--- src/rtl/intc_pkg.sv ---
package intc_pkg;
  localparam int DEF_N_PIN = 8;
  localparam int DEF_N_TMR = 2;

  typedef enum logic [1:0] {
    MODE_DED = 2'd0,
    MODE_MIX = 2'd1,
    MODE_EXP = 2'd2
  } mode_e;

  typedef enum logic [1:0] {
    OP_RD  = 2'd0,
    OP_WR  = 2'd1,
    OP_ATM = 2'd2
  } op_e;

  typedef enum logic [1:0] {
    ACK_HW  = 2'd0,
    ACK_NMI = 2'd1,
    ACK_SW  = 2'd2
  } ack_e;

  localparam logic SEL_PEND = 1'b0;
  localparam logic SEL_MASK = 1'b1;
endpackage

--- src/rtl/intc_mode_dec.sv ---
module intc_mode_dec #(
  parameter int N_SRC  = 10,
  parameter int MIX_LO = 5,
  parameter int EXP_LO = 8
) (
  input  logic [1:0]       mode_i,
  output logic [N_SRC-1:0] pend_ok_o,
  output logic [N_SRC-1:0] mask_ok_o,
  output logic             ext_glob_o
);
  import intc_pkg::*;

  // valid pending bits per mode; mask bit 0 always kept
  always_comb begin
    for (int i = 0; i < N_SRC; i++) begin
      case (mode_i)
        MODE_MIX: pend_ok_o[i] = (i >= MIX_LO);
        MODE_EXP: pend_ok_o[i] = (i >= EXP_LO);
        default:  pend_ok_o[i] = 1'b1;
      endcase
    end
  end

  assign mask_ok_o  = pend_ok_o | N_SRC'(1);
  assign ext_glob_o = (mode_i == MODE_MIX) || (mode_i == MODE_EXP);
endmodule

--- src/rtl/intc_src_detect.sv ---
module intc_src_detect #(
  parameter int N_PIN = 8
) (
  input  logic             clk,
  input  logic             rst_n,
  input  logic [N_PIN-1:0] pin_i,
  input  logic [N_PIN-1:0] level_cfg_i,
  output logic [N_PIN-1:0] set_o
);
  logic [N_PIN-1:0] sync1_q, sync2_q, prev_q;

  always_ff @(posedge clk or negedge rst_n) begin
    if (!rst_n) begin
      sync1_q <= '0;
      sync2_q <= '0;
      prev_q  <= '0;
    end else begin
      sync1_q <= pin_i;
      sync2_q <= sync1_q;
      prev_q  <= sync2_q;
    end
  end

  for (genvar g = 0; g < N_PIN; g++) begin : g_pin
    assign set_o[g] = level_cfg_i[g] ? sync2_q[g] : (sync2_q[g] & ~prev_q[g]);
  end
endmodule

--- src/rtl/intc_prio_pick.sv ---
module intc_prio_pick #(
  parameter int N  = 10,
  localparam int IW = $clog2(N)
) (
  input  logic [N-1:0]  vec_i,
  output logic          any_o,
  output logic [IW-1:0] idx_o
);
  always_comb begin
    any_o = |vec_i;
    idx_o = '0;
    for (int i = 0; i < N; i++) begin
      if (vec_i[i]) idx_o = IW'(i);
    end
  end
endmodule

--- src/rtl/intc_pend_mask.sv ---
module intc_pend_mask #(
  parameter int N_PIN  = intc_pkg::DEF_N_PIN,
  parameter int N_TMR  = intc_pkg::DEF_N_TMR,
  parameter int MIX_LO = 5,
  localparam int N_SRC = N_PIN + N_TMR,
  localparam int IW    = $clog2(N_SRC)
) (
  input  logic             clk,
  input  logic             rst_n,
  input  logic [1:0]       cfg_mode,
  input  logic [N_PIN-1:0] cfg_level,
  input  logic             cfg_mask_clr,
  input  logic [N_PIN-1:0] ext_pin,
  input  logic [N_TMR-1:0] tmr_pulse,
  input  logic             req_valid,
  input  logic [1:0]       req_op,
  input  logic             req_sel,
  input  logic [N_SRC-1:0] req_wdata,
  input  logic [N_SRC-1:0] req_wmask,
  output logic             rd_valid,
  output logic [N_SRC-1:0] rd_data,
  input  logic             ack_valid,
  input  logic [1:0]       ack_type,
  input  logic [IW-1:0]    ack_idx,
  output logic             irq_req,
  output logic [IW-1:0]    irq_idx,
  output logic             xirq_en
);
  import intc_pkg::*;

  logic [1:0]       rst_pipe;
  logic             rst_int_n;
  logic [N_SRC-1:0] pend_q, pend_n, mask_q, mask_n;
  logic [N_SRC-1:0] hset_q, hset_n, hclr_q, hclr_n;
  logic             hmclr_q, hmclr_n;
  logic [N_SRC-1:0] pend_ok, mask_ok, src_set, ack_vec;
  logic [N_SRC-1:0] cur_val, upd_val, rd_n;
  logic [N_PIN-1:0] pin_set;
  logic             ext_glob, pend_wr, mask_wr, ack_hw, mclr_now, rd_en;

  // reset: asserted asynchronously, released on the clock
  always_ff @(posedge clk or negedge rst_n) begin
    if (!rst_n) rst_pipe <= 2'b00;
    else        rst_pipe <= {rst_pipe[0], 1'b1};
  end
  assign rst_int_n = rst_pipe[1];

  intc_mode_dec #(.N_SRC(N_SRC), .MIX_LO(MIX_LO), .EXP_LO(N_PIN)) u_dec (
    .mode_i(cfg_mode), .pend_ok_o(pend_ok), .mask_ok_o(mask_ok), .ext_glob_o(ext_glob)
  );

  intc_src_detect #(.N_PIN(N_PIN)) u_det (
    .clk(clk), .rst_n(rst_int_n), .pin_i(ext_pin), .level_cfg_i(cfg_level), .set_o(pin_set)
  );

  intc_prio_pick #(.N(N_SRC)) u_pick (
    .vec_i(pend_q & mask_q & pend_ok & mask_ok), .any_o(irq_req), .idx_o(irq_idx)
  );

  assign xirq_en = ext_glob & mask_q[0];

  // decode of the access and acknowledge
  assign pend_wr  = req_valid && (req_sel == SEL_PEND) && (req_op != OP_RD);
  assign mask_wr  = req_valid && (req_sel == SEL_MASK) && (req_op != OP_RD);
  assign ack_hw   = ack_valid && (ack_type == ACK_HW);
  assign mclr_now = ack_hw && cfg_mask_clr;
  assign rd_en    = req_valid && (req_op != OP_WR);
  assign src_set  = {tmr_pulse, pin_set} & pend_ok;

  always_comb begin
    ack_vec = '0;
    if (ack_hw && (32'(ack_idx) < N_SRC)) ack_vec[ack_idx] = 1'b1;
    ack_vec = ack_vec & pend_ok;
  end

  always_comb begin
    cur_val = (req_sel == SEL_MASK) ? (mask_q & mask_ok) : pend_q;
    upd_val = (req_op == OP_ATM) ? ((cur_val & ~req_wmask) | (req_wdata & req_wmask))
                                 : req_wdata;
    rd_n    = cur_val;
  end

  // next state: a register access wins its cycle, events are held one cycle
  always_comb begin
    pend_n  = pend_q;
    hset_n  = '0;
    hclr_n  = '0;
    if (pend_wr) begin
      pend_n = (pend_q & ~pend_ok) | (upd_val & pend_ok);
      hset_n = hset_q | src_set;
      hclr_n = hclr_q | ack_vec;
    end else begin
      pend_n = (pend_q & ~((hclr_q | ack_vec) & pend_ok)) | ((hset_q | src_set) & pend_ok);
    end

    mask_n  = mask_q;
    hmclr_n = 1'b0;
    if (mask_wr) begin
      mask_n  = upd_val & mask_ok;
      hmclr_n = hmclr_q | mclr_now;
    end else if (hmclr_q || mclr_now) begin
      mask_n  = '0;
    end
  end

  always_ff @(posedge clk or negedge rst_int_n) begin
    if (!rst_int_n) begin
      pend_q   <= '0;
      mask_q   <= '0;
      hset_q   <= '0;
      hclr_q   <= '0;
      hmclr_q  <= 1'b0;
      rd_valid <= 1'b0;
      rd_data  <= '0;
    end else begin
      pend_q   <= pend_n;
      mask_q   <= mask_n;
      hset_q   <= hset_n;
      hclr_q   <= hclr_n;
      hmclr_q  <= hmclr_n;
      rd_valid <= rd_en;
      if (rd_en) rd_data <= rd_n;
    end
  end
endmodule

--- config.mk ---
export PLATFORM = sky130hd
export DESIGN_NAME = intc_pend_mask
export DESIGN_NICKNAME = d
export VERILOG_FILES = /design/src/rtl/intc_pkg.sv /design/src/rtl/intc_mode_dec.sv /design/src/rtl/intc_src_detect.sv /design/src/rtl/intc_prio_pick.sv /design/src/rtl/intc_pend_mask.sv
export SDC_FILE = /design/constraint.sdc
export NUM_CORES = 1
export LEC_CHECK = 0
export ABC_AREA = 1
export CAP_MARGIN = 5
export CORE_AREA = 2 2 80 82
export CTS_CLUSTER_SIZE = 25
export DETAILED_ROUTE_END_ITERATION = 8
export DIE_AREA = 0 0 82 84
export DONT_BUFFER_PORTS = 1
export HOLD_SLACK_MARGIN = 0.1
export PLACE_DENSITY = 0.78
export SETUP_SLACK_MARGIN = 0.15
export SLEW_MARGIN = 20
export SYNTH_ARGS = -nofsm -noshare
export SYNTH_HDL_FRONTEND = slang
export SYNTH_SLANG_ARGS = --single-unit
--- constraint.sdc ---
create_clock -name clk -period 3.2 [get_ports clk]
set_input_delay 0.32 -clock clk [delete_from_list [all_inputs] [get_ports clk]]
set_output_delay 0.32 -clock clk [all_outputs]
set_load 0.02 [all_outputs]
After elaboration in Yosys (flattened, before gate mapping). Index checks and enable logic that the tools add are counted.

Logic and storage cells: 105. Input bits: 54. Output and inout bits: 17. Register bits after elaboration: 78.

$lt $le $gt $ge: 3. Equal/unequal tests: 4. Bitwise gates (word level): 41. Muxes and demuxes: 30. Reduce and logical (&&, ||, !) cells: 16.

Operator list (count): $and A10 B10 Y10 (14); $mux W10 (8); $or A10 B10 Y10 (5); $not A10 Y10 (3); $mux W1 (13); $mux W3 (4); $reduce_or A10 Y1 (1); $and A1 B1 Y1 (9); $logic_and A1 B1 Y1 (9); $not A1 Y1 (9); $mux W4 (2); $lt A4 B5 Y1 const B (1); $demux W1 S4 (1); $eq A2 B2 Y1 const B (2); $ge A4 B1 Y1 const B (1); $lt A4 B4 Y1 const B (1); $mux W2 (2); $reduce_bool A2 Y1 (2); $eq A2 B1 Y1 const B (1); $logic_not A2 Y1 (1); $logic_or A1 B1 Y1 (2); $ne A2 B1 Y1 const B (1); $reduce_or A2 Y1 (1); $or A1 B1 Y1 (1).

Logic depth before layout (Yosys ltp).
Word-level depth: 14. Gate-level depth with buffers: 12. Depth with buffers taken out: 12.

Cells and area by module. Synthesis repeated with hierarchy kept, for this count alone.

Cells, all modules: 492. Area, all modules: 3895.0 um2.

By module, submodules not included: intc_pend_mask (times used 1, sequential area each 1351.3 um2, area an instance 2892.8 um2, cells an instance 396); intc_src_detect (times used 1, sequential area each 600.6 um2, area an instance 730.7 um2, cells an instance 48); intc_mode_dec (times used 1, sequential area each 0.0 um2, area an instance 162.7 um2, cells an instance 23); intc_prio_pick (times used 1, sequential area each 0.0 um2, area an instance 108.9 um2, cells an instance 25).

Worst setup path after synthesis. Ideal clock, no wire load.

Path kind: in2out. Start: input cfg_mode[0]. End: output irq_idx[2]. Path buffers: 1. Data required time: 2.880 ns. Arrival time: 1.364 ns. Setup slack: 1.516 ns. Cell stages on the path: 8. Cells stage by stage: inv_1 ha_1 inv_1 buf_2 nand3_1 nand2_1 nor2_1 nor2_1.

Longest elaborated chain between the ends: 11. Elaborated cells between the ends (all ways): 13. Those cells by class: eq/ne: 2; mux: 8; bitwise: 2; reduce/logical: 1.

RTL lines: from (decl) (line intc_pend_mask.sv:10) `input logic [1:0] cfg_mode,`; $eq A2 B2 Y1 / $eq A2 B1 Y1 (equally long branches) (line intc_mode_dec.sv:16) `case (mode_i)`; $reduce_or A2 Y1 (no line); $mux W1 (line intc_mode_dec.sv:16); $and A10 B10 Y10 (line intc_pend_mask.sv:57) `.vec_i(pend_q & mask_q & pend_ok & mask_ok), .any_o(irq_req), .idx_o(irq_idx)`; $and A10 B10 Y10 (*) (line intc_pend_mask.sv:57); $mux W3 (3 in series) (line intc_prio_pick.sv:13) `if (vec_i[i]) idx_o = IW'(i);`; $mux W3 (*) (line intc_prio_pick.sv:13); $mux W4 (*) (2 in series) (line intc_prio_pick.sv:13); to (decl) (line intc_pend_mask.sv:26) `output logic [IW-1:0] irq_idx,`.

Mark *: on every way between the ends. The rest lies on a longest branch, timed or not.

Worst setup path in the final report.
Start: input cfg_mode[0]. End: output irq_idx[0].

Longest elaborated chain between the ends: 14. Elaborated cells between the ends (all ways): 16. Those cells by class: eq/ne: 2; mux: 11; bitwise: 2; reduce/logical: 1.

RTL lines (line): $eq A2 B2 Y1 / $eq A2 B1 Y1 (equally long branches) (intc_mode_dec.sv:16); $reduce_or A2 Y1 (no line); $mux W1 (intc_mode_dec.sv:16); $and A10 B10 Y10 (intc_pend_mask.sv:57); $and A10 B10 Y10 (*) (intc_pend_mask.sv:57); $mux W1 (intc_prio_pick.sv:13); $mux W2 (2 in series) (intc_prio_pick.sv:13); $mux W3 (3 in series) (intc_prio_pick.sv:13); $mux W3 (*) (intc_prio_pick.sv:13); $mux W4 (*) (2 in series) (intc_prio_pick.sv:13).

Marks and branches as above.

==> summary.md <==
| Metric | Value |
|---|---|
| Critical path class | in2out |
| Synth Net Count | 471 |
| Grt total ovfl | 0 |
| Synthesized instance count | 416 |
| Post-synth top area share | 55.5% |
| Status | complete, no violations |
| Most frequent cells after synthesis | 103 x nand2_1, 78 x dfrtp_1, 59 x inv_1 |
| CTS Buffer Depth | 2 |
| Synth area leader | dfrtp_1 |
| Ant diodes | 0 |
| Vias/cell | 5.29 |
| P per Cell Area | 562 mW/mm^2 |
| Initial Util | 57.7% |
| Core area | approximately 0.0061 mm^2 |
| PortBufs | 0 |
| Largest family of logic cells by synthesized area | simple AND/OR/NAND/NOR gates |
| Setup TNS | 0 ns |
| Worst-Skew Late Latency | 0.35 ns |
| Die Span Y | 84 um |
| Area grow syn2layout | 8.43% |
| Clock share of power | 31.5% |
| Tightest Hold Check Type | in2reg |
| LEAKAGE | 1.85 nW |
| First-pass GRT wire length | 11,700 um |
| Die Wd | 82 um |
| Drt wl/cell | 14.0 um |
| Fin crit share | 67.6% |
| Hold Fails Final Rpt | 0 |
| Ranking of synthesized cells by area | dfrtp_1 56%, nand2_1 11%, inv_1 6.3% |
| Post-synthesis xor/xnor area fraction | 0% |
| Post-DP Area | 0.00354 mm^2 |
| DRC viols | 0 |
| Max-cap violations | 0 |
| Crit path capture type | primary output |
| H-tree level count | 3 |
| Clk slew on worst S/H paths | 0.08 ns |
| Die area | between 0.006 and 0.007 mm^2 |
| Tmin final | about 2.2 ns |
| Multiplexer share of the synthesized area | 0% |
| Final Slew Violations | 0 |
| # setup viols final | 0 |
| Tot GR Track Use | between 20 and 25% |
| Final net count | 480 |
| Final instance area | between 0.003 and 0.004 mm^2 |
| Worst EP required | 2.88 ns |
| Register area share after synthesis | 55.5% |
| CP startpoint kind | input port |
| Ys flop type | dfrtp_1 |
| Worst-margin pin slew | 0.953 ns |
| Synth Area in Compound Gates | 11.1% |
| DR iter-0 viols | 170 |
| Top-Level Pins | 71 |
| EDFF count, synth | 0 |
| CP max FO | 18 |
| Placer Congestion | between 0.8 and 0.9 |
| Synth Register Bits | 78 |
| Post-Synth Simple-Gate Area | 23.7% |
| Yosys warns | 0 |
| Synth Cell Area | about 0.0035 mm^2 |
| Filler Cell Count | 532 |
| Antenna viol nets, final | 0 |
| CTS sink count | 78 |
| Number of global-route vias before repair | 2,618 |
| TritonCTS clock tree | built |
| Pwr Total | 2.14 mW |
| Switch share | between 30% and 40% |
| CTS Root Cell | clkbuf_8 |
| Initial DRT Pass Iterations | 4 |
| Comb pwr share | 13.2% |
| Drt total wl | 7080 um |
| Max Fclk | 0.462 GHz |
| Worst Path Arrival | 1.84 ns |
| Largest net degree at the start of global routing | 77 |
| Slew HR | 36.5% |
| Vias post-DR | between 2,000 and 3,000 |
| Initial antenna violation count | 0 |
| Synth Area in Adders | 0.356% |
| Sw power | around 0.65 mW |
| Syn_area_per_cell | between 8 and 9 um^2 |
| RSZ-0062 raised after global routing | no |
| Most common cell in the netlist | nand2_1 |
| Peak VDD IR | 327 uV |
| DP HPWL | 5110 um |
| Row cnt | 29 |
| Final Skew | 0.0109 ns |
| Num CTS Buffers | 9 |
| Ratio of cells with drive above 1 in the final layout | under 10% |
| Sequential power share | a little under three fifths |
| Ys async rst share | between 90% and 100% |
| Synth unique cells | 26 |
| Internal | between 1 and 1.5 mW |
| Post-cts resize count | 0 |
==> critical path, stage by stage <==
cell     delay (ns)
inv_1          0.02
ha_1           0.64
nand2_1        0.15
nor2_1         0.16
nand2_1        0.07
nand2_1        0.06
nand2_1        0.05
nand2_1        0.05
nand2_1        0.05
nand2_1        0.05
nand2_1        0.05
nand2_1        0.17
==> logic make-up after synthesis <==
kind of cell	count (synthesis)
and+or+nand+nor	193
DFF	78
buffers and inverters	74
AOI/OAI and AO/OA	69
adders and majority gates	1
other	1
==> per-stage QoR <==
stage                     hold slack (ns)  utilization (%)  setup slack (ns)  std cells
after floorplan                    0.0244                -             0.867        416
after global placement             0.0245             58.0              1.13        482
after global routing                0.104             62.5             0.815        507
after CTS                           0.101             62.5              1.05        507
after detailed placement           0.0245             58.0              1.05        482
final                               0.109             62.5              1.04        507
==> routing by layer <==
metal / track usage, % / vias to the layer above / share of wire, %
met5: 0 / - / 0
met4: 9.09 / 0 / 1.6
met3: 7.90 / 12 / 7.5
met2: 33.6 / 91 / 47
met1: 29.7 / 1230 / 44
li1: - / 1349 / -
==> cell usage in the layout, fill, tap and decap left out, drive strengths merged, types with 3 or more instances in the layout <==
master / instances
nand4: 11
a31oi: 8
clkbuf: 11
dlygate4sd3: 9
nor2: 44
o22ai: 3
o21bai: 4
nand2: 103
nand3: 29
o211ai: 4
dfrtp: 78
clkinv: 3
a21oi: 27
inv: 61
nor3: 5
o21ai: 20
==> power by group through the flow <==
stage,logic [mW],registers (mW),clock network [mW]
5_1_grt,0.327,1.20,0.739
4_1_cts,0.284,1.19,0.696
3_5_place_dp,0.274,1.21,0
6_report,0.283,1.18,0.676
3_3_place_gp,0.264,1.20,0
2_1_floorplan,0.237,1.18,0
==> cell type report <==
type	instances	area, um^2	share of cell area (%)
Multi-Input combinational cell	264	1240	32.6
Inverter	61	229	6.01
Sequential cell	78	1960	51.3
Clock buffer	11	151	3.97
Clock inverter	5	33.8	0.886
Tap cell	77	96.3	2.53
Timing Repair Buffer	11	105	2.76
==> timing repair <==
| item | CTS | global route |
|---|---|---|
| setup buffers | 0 | 0 |
| endpoints found under the hold margin | 10 | 0 |
| hold buffers | 9 | 0 |
==> worst paths after layout <==
check	start	endpoint	slack [ns]	cells past startpoint
worst min-delay path	tmr_pulse[1]	hset_q[9]$_DFF_PN0_	0.11	2
worst min register to register	u_det.sync1_q[4]$_DFF_PN0_	u_det.sync2_q[4]$_DFF_PN0_	0.35	0
min in group asynchronous	rst_n	rst_pipe[1]$_DFF_PN0_	0.19	1
worst max-delay path	cfg_mode[0]	irq_idx[0]	1.04	12
max in group asynchronous	rst_pipe[1]$_DFF_PN0_	hclr_q[6]$_DFF_PN0_	2.10	0
worst max register to register	flop	flop	1.93	6
No activity file was read; power rests on OpenSTA's default activity.
